`src/rtl/gio_pkg.sv`:
```
package gio_pkg;

  typedef enum logic [1:0] {
    PK_SHARED = 2'd0,
    PK_PLAIN  = 2'd1,
    PK_ODONLY = 2'd2
  } pin_kind_e;

  localparam int B_OE   = 0;
  localparam int B_PU   = 1;
  localparam int B_OD   = 2;
  localparam int B_TTL  = 4;
  localparam int B_ILOW = 5;
  localparam int B_IEN  = 6;
  localparam int B_TIO  = 7;

  // Pins [0, nsh) are timer-shared, then one plain pin, then the open-drain-only pin.
  function automatic pin_kind_e kind_of(input int idx, input int nsh);
    if (idx < nsh)       return PK_SHARED;
    else if (idx == nsh) return PK_PLAIN;
    else                 return PK_ODONLY;
  endfunction

  // Writable bits per kind.
  function automatic logic [7:0] cfg_mask(input pin_kind_e k);
    case (k)
      PK_SHARED: return 8'hF7;
      PK_PLAIN:  return 8'h77;
      default:   return 8'h63;
    endcase
  endfunction

  // Value presented on a shared pad.
  function automatic logic drive_val(input logic [7:0] cfg, input logic data, input logic tick);
    return (cfg[B_TIO] && cfg[B_OE]) ? tick : data;
  endfunction

  // Driver enable, honouring open-drain release on a high value.
  function automatic logic drive_en(input logic [7:0] cfg, input logic val);
    return cfg[B_OE] && (!cfg[B_OD] || !val);
  endfunction

  // What the timer capture input sees.
  function automatic logic cap_val(input logic [7:0] cfg, input logic data, input logic lvl);
    if (!cfg[B_OE])  return lvl;
    if (cfg[B_TIO])  return 1'b0;
    return data;
  endfunction

  // Entry into the active level; polarity applied to both samples.
  function automatic logic edge_hit(input logic s, input logic s_prev, input logic act_low);
    return (s ^ act_low) && !(s_prev ^ act_low);
  endfunction

endpackage

```
`src/rtl/gio_cfg_regs.sv`:
```
module gio_cfg_regs #(
  parameter int NPIN       = 4,
  parameter int NUM_SHARED = 2,
  parameter int ADDR_W     = 8,
  parameter int BASE_ADDR  = 'h0A
) (
  input  logic                      clk,
  input  logic                      rst_n,
  input  logic [ADDR_W-1:0]         addr,
  input  logic                      wr,
  input  logic [7:0]                wdata,
  output logic [NPIN-1:0][7:0]      cfg
);
  for (genvar g = 0; g < NPIN; g++) begin : g_reg
    localparam logic [ADDR_W-1:0] MY_ADDR = ADDR_W'(BASE_ADDR + g);
    localparam logic [7:0]        MASK    = gio_pkg::cfg_mask(gio_pkg::kind_of(g, NUM_SHARED));

    always_ff @(posedge clk or negedge rst_n) begin
      if (!rst_n)                     cfg[g] <= '0;
      else if (wr && addr == MY_ADDR) cfg[g] <= wdata & MASK;
    end
  end
endmodule

```
`src/rtl/gio_in_sync.sv`:
```
module gio_in_sync #(
  parameter int NPIN = 4
) (
  input  logic            clk,
  input  logic            rst_n,
  input  logic [NPIN-1:0] pad_in,
  output logic [NPIN-1:0] lvl,
  output logic [NPIN-1:0] lvl_prev
);
  logic [NPIN-1:0] meta;

  always_ff @(posedge clk or negedge rst_n) begin
    if (!rst_n) begin
      meta     <= '0;
      lvl      <= '0;
      lvl_prev <= '0;
    end else begin
      meta     <= pad_in;
      lvl      <= meta;
      lvl_prev <= lvl;
    end
  end
endmodule

```
`src/rtl/gio_irq_latch.sv`:
```
module gio_irq_latch (
  input  logic clk,
  input  logic rst_n,
  input  logic lvl,
  input  logic lvl_prev,
  input  logic act_low,
  input  logic enable,
  input  logic clr,
  output logic hit,
  output logic irq
);
  assign hit = enable && gio_pkg::edge_hit(lvl, lvl_prev, act_low);

  always_ff @(posedge clk or negedge rst_n) begin
    if (!rst_n)   irq <= 1'b0;
    else if (hit) irq <= 1'b1;
    else if (clr) irq <= 1'b0;
  end
endmodule

```
`src/rtl/gio_pin_ctrl.sv`:
```
module gio_pin_ctrl #(
  parameter int NUM_SHARED = 2,
  parameter int ADDR_W     = 8,
  parameter int BASE_ADDR  = 'h0A,
  localparam int NPIN      = NUM_SHARED + 2
) (
  input  logic                  clk,
  input  logic                  rst_n,
  input  logic [ADDR_W-1:0]     bus_addr,
  input  logic                  bus_wr,
  input  logic [7:0]            bus_wdata,
  output logic [7:0]            bus_rdata,
  input  logic [NPIN-1:0]       port_data,
  input  logic [NUM_SHARED-1:0] tick_in,
  input  logic [NPIN-1:0]       pad_in,
  output logic [NPIN-1:0]       pad_out,
  output logic [NPIN-1:0]       pad_oe,
  output logic [NPIN-1:0]       pad_pu,
  output logic [NPIN-1:0]       pad_ttl,
  output logic [NUM_SHARED-1:0] cap_in,
  input  logic [NPIN-1:0]       irq_clr,
  output logic [NPIN-1:0]       irq
);
  import gio_pkg::*;

  logic [NPIN-1:0][7:0] cfg_w;
  logic [NPIN-1:0]      lvl_w, lvl_prev_w;
  logic [NPIN-1:0]      irq_hit;
  logic [NPIN-1:0]      cfg_oe, cfg_od, cfg_tio, cfg_ien;

  gio_cfg_regs #(
    .NPIN(NPIN), .NUM_SHARED(NUM_SHARED), .ADDR_W(ADDR_W), .BASE_ADDR(BASE_ADDR)
  ) u_regs (
    .clk(clk), .rst_n(rst_n), .addr(bus_addr), .wr(bus_wr), .wdata(bus_wdata), .cfg(cfg_w)
  );

  gio_in_sync #(.NPIN(NPIN)) u_sync (
    .clk(clk), .rst_n(rst_n), .pad_in(pad_in), .lvl(lvl_w), .lvl_prev(lvl_prev_w)
  );

  always_comb begin
    bus_rdata = '0;
    for (int i = 0; i < NPIN; i++)
      if (bus_addr == ADDR_W'(BASE_ADDR + i)) bus_rdata = cfg_w[i];
  end

  for (genvar g = 0; g < NPIN; g++) begin : g_pin
    localparam pin_kind_e KIND = kind_of(g, NUM_SHARED);

    assign cfg_oe[g]  = cfg_w[g][B_OE];
    assign cfg_od[g]  = cfg_w[g][B_OD];
    assign cfg_tio[g] = cfg_w[g][B_TIO];
    assign cfg_ien[g] = cfg_w[g][B_IEN];
    assign pad_pu[g]  = cfg_w[g][B_PU];

    if (KIND == PK_SHARED) begin : g_shared
      logic val;
      assign val       = drive_val(cfg_w[g], port_data[g], tick_in[g]);
      assign pad_out[g] = val;
      assign pad_oe[g]  = drive_en(cfg_w[g], val);
      assign pad_ttl[g] = cfg_w[g][B_TTL];
      assign cap_in[g]  = cap_val(cfg_w[g], port_data[g], lvl_w[g]);
    end else if (KIND == PK_PLAIN) begin : g_plain
      assign pad_out[g] = port_data[g];
      assign pad_oe[g]  = drive_en(cfg_w[g], port_data[g]);
      assign pad_ttl[g] = cfg_w[g][B_TTL];
    end else begin : g_odonly
      assign pad_out[g] = 1'b0;
      assign pad_oe[g]  = cfg_w[g][B_OE] && !port_data[g];
      assign pad_ttl[g] = 1'b0;
    end

    gio_irq_latch u_irq (
      .clk(clk), .rst_n(rst_n),
      .lvl(lvl_w[g]), .lvl_prev(lvl_prev_w[g]),
      .act_low(cfg_w[g][B_ILOW]), .enable(cfg_w[g][B_IEN]),
      .clr(irq_clr[g]), .hit(irq_hit[g]), .irq(irq[g])
    );
  end
endmodule

```
`config.mk`:
```
export PLATFORM = sky130hd
export DESIGN_NAME = gio_pin_ctrl
export DESIGN_NICKNAME = d
export VERILOG_FILES = /design/src/rtl/gio_pkg.sv /design/src/rtl/gio_cfg_regs.sv /design/src/rtl/gio_in_sync.sv /design/src/rtl/gio_irq_latch.sv /design/src/rtl/gio_pin_ctrl.sv
export SDC_FILE = /design/constraint.sdc
export NUM_CORES = 1
export LEC_CHECK = 0
export ABC_AREA = 1
export BUFFER_PORTS_ARGS = -buffer_cell sky130_fd_sc_hd__buf_2
export CORE_ASPECT_RATIO = 1.1
export CORE_MARGIN = 10
export CORE_UTILIZATION = 51
export CTS_CLUSTER_SIZE = 12
export DETAILED_ROUTE_END_ITERATION = 8
export GPL_TIMING_DRIVEN = 0
export PLACE_DENSITY = 0.86
export SLEW_MARGIN = 30
export SYNTH_ARGS = -nofsm -noshare
export SYNTH_HDL_FRONTEND = slang
export SYNTH_SLANG_ARGS = --single-unit
```
`constraint.sdc`:
```
create_clock -name clk -period 1.3 [get_ports clk]
set_input_delay 0.195 -clock clk [delete_from_list [all_inputs] [get_ports clk]]
set_output_delay 0.195 -clock clk [all_outputs]
set_load 0.05 [all_outputs]
```
==> results_dict.tcl, run 1 <==
set metrics [dict create \
    async_reset_ff_share_pct 100 \
    hold_violations 0 \
    antenna_left 0 \
    crit_type "flip-flop to primary output" \
    dpl.hpwl_mm 3.91 \
    cp-end-kind "primary output" \
    final_nets 370 \
    synth.avg_cell_area_um2 8.39 \
    synth_largest_area_cell "dfrtp_1" \
    drt-total-wl_mm 6.82 \
    io_pins 63 \
    cts_root_buf "clkbuf_8" \
    crit_fanout 4 \
    cpMaxStageDelayCell "dfrtp_2" \
    intPower_w 0.00213 \
    core_um2 3900 \
    drive_above_1_share_pct 50.9 \
    rsz0062_at_grt "true" \
    synth_top_area_share_pct 49.1 \
    start_util_pct 52.2 \
    outcome "finished, violations left" \
    synth_compound_area_share_pct 8.78 \
    ir_drop_v 0.00126 \
    cts_buffers 5 \
    cpLargestDelayFamily "flip-flops" \
    crit_chain "inv_2 -> o21ai_2 -> nand2_2 -> a21oi_4 -> buf_6" \
    fmaxAchievable_mhz 654 \
    dieHeight_um 86.3 \
    fill_cells 260 \
    grt_pass1_wl_mm 10.1 \
    critPathLaunchType "flip-flop" \
    die_w_um 80.3 \
    cp.buffers_inverters 2 \
    synthXorXnorAreaFrac_pct 0 \
    critPathArrivalTime_ns 1.33 \
    synthAdderAreaFrac_pct 0 \
    cts.htree.levels 2 \
    io_buffers 57 \
    cts_tree "built" \
    netSwitchingFraction_pct 29.7 \
    grt_max_degree 41 \
    synth-edff-count 0 \
    vias 2100 \
    postSynthCellCount 243 \
    grt_use_total_pct 18.4 \
    synth_most_common_cell "nand2_1" \
    hold_class "input port to flip-flop" \
    dr.first_iter.drc_count 109 \
    yosys-top-cells-count "69 x nand2_1, 40 x dfrtp_1, 27 x o21ai_0, 22 x nand3_1, 19 x inv_1" \
    drv_slew 0 \
    gr-total-overflow 0 \
    slew_headroom_pct 42.3 \
    tightest_slew_ns 0.865 \
    combPwrFrac_pct 21.6 \
    max-clock-path-buffers 2 \
    seqPwrFrac_pct 45.0 \
    setup_ws_ns -0.229 \
    power_w 0.00303 \
    ys_seq_area_share_pct 49.1 \
    vias_per_cell 5.38 \
    ys.flop_type "dfrtp_1" \
    hold_ws_ns 0.000275 \
    synth.area.top_cells "dfrtp_1 49%, nand2_1 13%, buf_4 6.6%" \
    cts.clk_slew.worst_paths_ns 0.08 \
    wl_per_cell_um 17.5 \
    drv_cap 0 \
    crit_required_ns 1.11 \
    post-route-util_pct 81.7 \
    fin_skew_ns 0.00610 \
    ys_warn_count 0 \
    gp_congestion 0.839 \
    synthMuxAreaShare_pct 0 \
    drc 0 \
    period_needed_ns 1.53 \
    synth_top_family_by_area "simple AND/OR/NAND/NOR gates" \
    violations "setup timing" \
    synth_area_um2 2040 \
    place_ws_ns -0.293 \
    ys_types 23 \
    synth-seq-cells 40 \
    setup_viol 14 \
    pwr_density_cell_nw_per_um2 949 \
    setup_tns_ns -1.61 \
    drt_first_pass_iters 6 \
    area_delta_synth_final_pct 56.5 \
    clkPwrFrac_pct 33.5 \
    clock-sinks 40 \
    cpPeakStageDelay_ns 0.42 \
    post-route-period-util_pct 118 \
    power_switching_w 0.000898 \
    leakagePower_nw 1.61 \
    first_global_vias 2145 \
    antenna_found_initial 0 \
    dieArea_um2 6930 \
    std_cell_rows 24 \
    synth-simple-area-share_pct 30.1 \
    insertion_delay_ns 0.30 \
    insertedDiodeCount 0 \
]
[power by group through the flow]
stage               Clock [W]  Combinational [W]  Sequential, W
floorplan                   0           0.000335        0.00137
global placement            0           0.000474        0.00138
detailed placement          0           0.000482        0.00138
CTS                   0.00102           0.000602        0.00136
global route          0.00106           0.000692        0.00137
finish                0.00101           0.000652        0.00136
[flip-flops by register name (all words and copies together), names as in the netlist]
name and count:
u_regs.cfg 24, g_pin.u_irq.irq 4, u_sync.lvl 4, u_sync.lvl_prev 4
u_sync.meta 4
[worst reg2reg max path: stages (launching register included)]
cell and delay (ns):
dfrtp_1 0.42, and3_1 0.18, o21ai_0 0.17, o21ai_0 0.12
[area by class of cell]
type                            instances  area, µm²  area share [%]
Clock buffer                            5       68.8            2.16
Timing Repair Buffer                   85        689            21.6
Tap cell                               52       65.1            2.04
Buffer                                 21        169            5.30
Inverter                               21        101            3.18
Sequential cell                        40       1000            31.5
Multi-Input combinational cell        163       1050            32.9
Clock inverter                          3       42.5            1.33
[path summary, 6_finish.rpt]
path | startpoint | end | slack (ns) | cells past startpoint
max in group asynchronous | rst_n | u_regs.cfg[18] | 0.69 | 1
worst min-delay path | pad_in[1] | u_sync.meta[1] | 0.0003 | 1
worst max register to register | u_regs.cfg[13] | g_pin[1].u_irq.irq | 0.28 | 3
worst min register to register | u_sync.meta[1] | u_sync.lvl[1] | 0.36 | 0
worst max-delay path | u_regs.cfg[8] | pad_oe[1] | -0.23 | 5
min in group asynchronous | rst_n | g_pin[0].u_irq.irq | 0.01 | 1
[metal layers]
layer / vias up / global-route usage, % / routed length [µm] / share of wire, %
met3: 31 / 6.73 / 639 / 9.4
met2: 131 / 32.6 / 3550 / 52
met1: 987 / 18.0 / 2300 / 34
li1: 951 / - / - / -
met4: 0 / 9.78 / 324 / 4.8
met5: - / 0 / 0 / 0
[stage by stage]
| step | area [µm²] | instances |
|---|---|---|
| 4_1_cts | 3050 | 382 |
| 5_1_grt | 3190 | 390 |
| 3_3_place_gp | 2490 | 354 |
| 3_5_place_dp | 2490 | 354 |
| 2_1_floorplan | 2140 | 245 |
| 6_report | 3190 | 390 |
[cells in the final DEF, fill, tap and decap left out, types with 2 or more instances in the layout]
cell and instances:
dfrtp_1 38, nand2_1 54, nand4_1 4, inv_1 13, buf_6 27, nor2_1 4
clkbuf_4 2, nand2_8 2, o21ai_4 3, dlygate4sd3_1 3, buf_8 5, o21ai_1 4
nand3_2 4, inv_2 5, dfrtp_2 2, nor2_8 2, nand3_1 18, clkbuf_8 5
nand2_2 16, conb_1 3, a21oi_4 2, o21ai_0 21, nand2_4 3, nor2_4 13
buf_4 36, and3_1 2, o21ai_2 4, inv_6 2, buf_2 32
[cells by family (layout without fill, tap and decap cells)]
logic type             Yosys count  after routing
AND/OR/NAND/NOR                125            125
buffers and inverters           42            135
flip-flops                      40             40
AO/OA/AOI/OAI                   35             35
other                            1              3
[repair_timing]
action / CTS / global route
gates resized for setup: 90 / 23
setup endpoints to repair: 14 / 16
setup buffers: 17 / 7
hold buffers: 2 / 1
pin swaps: 19 / 14
gates cloned: 1 / 0
hold endpoints to repair: 2 / 1
Power figures use the tool's default switching activity.
==> inputs of run 2 (changes only) <==
--- a/config.mk
+++ b/config.mk
@@ -13,7 +13,7 @@
 export CTS_CLUSTER_SIZE = 12
 export DETAILED_ROUTE_END_ITERATION = 8
 export GPL_TIMING_DRIVEN = 0
-export PLACE_DENSITY = 0.86
+export PLACE_DENSITY = 0.8
 export SLEW_MARGIN = 30
 export SYNTH_ARGS = -nofsm -noshare
 export SYNTH_HDL_FRONTEND = slang
==> results_dict.tcl, run 2 (synthesized netlist as in run 1, its figures left out) <==
set metrics [dict create \
    drv_cap 0 \
    start_util_pct 52.2 \
    fill_cells 232 \
    drt_first_pass_iters 4 \
    drv_slew 0 \
    drc 0 \
    grt_use_total_pct 17.5 \
    antenna_found_initial 0 \
    cts.htree.levels 2 \
    stdcell_count 397 \
    cpMaxStageDelayCell "dfrtp_1" \
    cts.clk_slew.worst_paths_ns 0.07 \
    drive_above_1_share_pct 51.0 \
    slew_headroom_pct 42.9 \
    multi_input_area_um2 1070 \
    crit_required_ns 1.11 \
    max-clock-path-buffers 2 \
    cp-end-kind "primary output" \
    clock-sinks 40 \
    setup_viol 13 \
    hold_class "input port to async pin" \
    cp.buffers_inverters 2 \
    layout_common_cells "55 x nand2_1, 41 x buf_4, 39 x dfrtp_1, 32 x buf_2, 26 x buf_6" \
    cpPeakStageDelay_ns 0.43 \
    setup_tns_ns -1.69 \
    dr.first_iter.drc_count 135 \
    leakagePower_nw 1.68 \
    mostFrequentLayoutCell "nand2_1" \
    final_nets 378 \
    gr-total-overflow 0 \
    post-route-period-util_pct 117 \
    antenna_left 0 \
    dieHeight_um 86.3 \
    dp.cells 354 \
    ir_drop_v 0.000851 \
    core_um2 3900 \
    area_delta_synth_final_pct 59.9 \
    crit_fanout 3 \
    crit_type "flip-flop to primary output" \
    cts_tree "built" \
    die_w_um 80.3 \
    fin_skew_ns 0.00603 \
    outcome "finished, violations left" \
    largest_reg_flops 24 \
    io_pins 63 \
    vias_per_cell 5.11 \
    tightest_slew_ns 0.857 \
    regMostFlops "u_regs.cfg" \
    seqCellArea_um2 1000 \
    fmaxAchievable_mhz 657 \
    vias 2027 \
    hold_violations 0 \
    setup_ws_ns -0.222 \
    wl_per_cell_um 15.9 \
    cts_root_buf "clkbuf_8" \
    rsz0062_at_grt "true" \
    pwr_density_cell_nw_per_um2 862 \
    insertion_delay_ns 0.29 \
    period_needed_ns 1.52 \
    grt_max_degree 41 \
    post-route-util_pct 83.5 \
    cpLargestDelayFamily "flip-flops" \
    violations "setup timing" \
    critPathLaunchType "flip-flop" \
    gp_congestion 0.840 \
    cts_buffers 5 \
    insertedDiodeCount 0 \
    io_buffers 57 \
    drt-total-wl_mm 6.33 \
    first_global_vias 2044 \
    dieArea_um2 6930 \
    crit_chain "inv_2 -> o21ai_2 -> nand2_2 -> a21oi_4 -> buf_6" \
    dpl.hpwl_mm 3.80 \
    critPathArrivalTime_ns 1.33 \
    std_cell_rows 24 \
    grt_pass1_wl_mm 9.63 \
]
run 2: cell count changes in the layout (fill, tap and decap cells not counted), moves of 2 or more:
cell and change:
buf_4 +5, nand2_4 +3, inv_8 +2, nand2_2 -2
nand3_1 -2, nand3_4 +2
run 2: power by group:
| part | internal, W | switching, W |
|---|---|---|
| logic | 0.000270 | 0.000402 |
| registers | 0.00131 | 0.0000507 |
| clock network | 0.000365 | 0.000411 |
| total | 0.00194 | 0.000864 |
run 2: layout make-up:
class / instances / share of cell area (%)
plain buffers: 19 / 4.61
clock buffers: 6 / 2.23
clock inverters: 1 / 0.154
inverters: 21 / 3.42
multi-input cells: 164 / 32.9
flip-flops and latches: 40 / 30.8
well taps: 52 / 2.00
repair buffers: 94 / 23.9
run 2: through the flow:
step,total power [W],instance area [µm²],hold slack [ns],setup slack (ns)
after floorplan,0.00170,2140,-0.101,-0.0320
after global placement,0.00185,2490,0.303,-0.299
after detailed placement,0.00186,2490,0.304,-0.313
after CTS,0.00272,3050,0.00239,-0.176
after global routing,0.00293,3260,0.0678,-0.249
final,0.00281,3260,0.00640,-0.222
run 2: path summary, 6_finish.rpt:
check / start / end / slack (ns) / cells past startpoint
worst min register to register: u_sync.meta[1] / u_sync.lvl[1] / 0.35 / 0
max in group asynchronous: rst_n / u_regs.cfg[2] / 0.71 / 1
worst max-delay path: u_regs.cfg[8] / pad_oe[1] / -0.22 / 5
worst min-delay path: rst_n / u_sync.lvl_prev[1] / 0.006 / 1
min in group clk: irq_clr[0] / g_pin[0].u_irq.irq / 0.08 / 2
worst max register to register: u_regs.cfg[13] / g_pin[1].u_irq.irq / 0.34 / 3
run 2: what timing repair did:
| item | CTS | global route |
|---|---|---|
| setup buffers | 22 | 10 |
| pin swaps | 21 | 12 |
| endpoints found under the setup margin | 13 | 18 |
| gates cloned | 2 | 0 |
| hold buffers | 0 | 4 |
| hold endpoints to repair | 0 | 4 |
| gates resized for setup | 96 | 26 |
run 2: metal layers:
| metal | part of all wire, % | vias to the layer above | GRT usage, % |
|---|---|---|---|
| met5 | 0 | - | 0 |
| met4 | 2.9 | 0 | 6.73 |
| met3 | 6.3 | 16 | 4.55 |
| met2 | 55 | 79 | 32.0 |
| met1 | 36 | 961 | 18.6 |
| li1 | - | 971 | - |
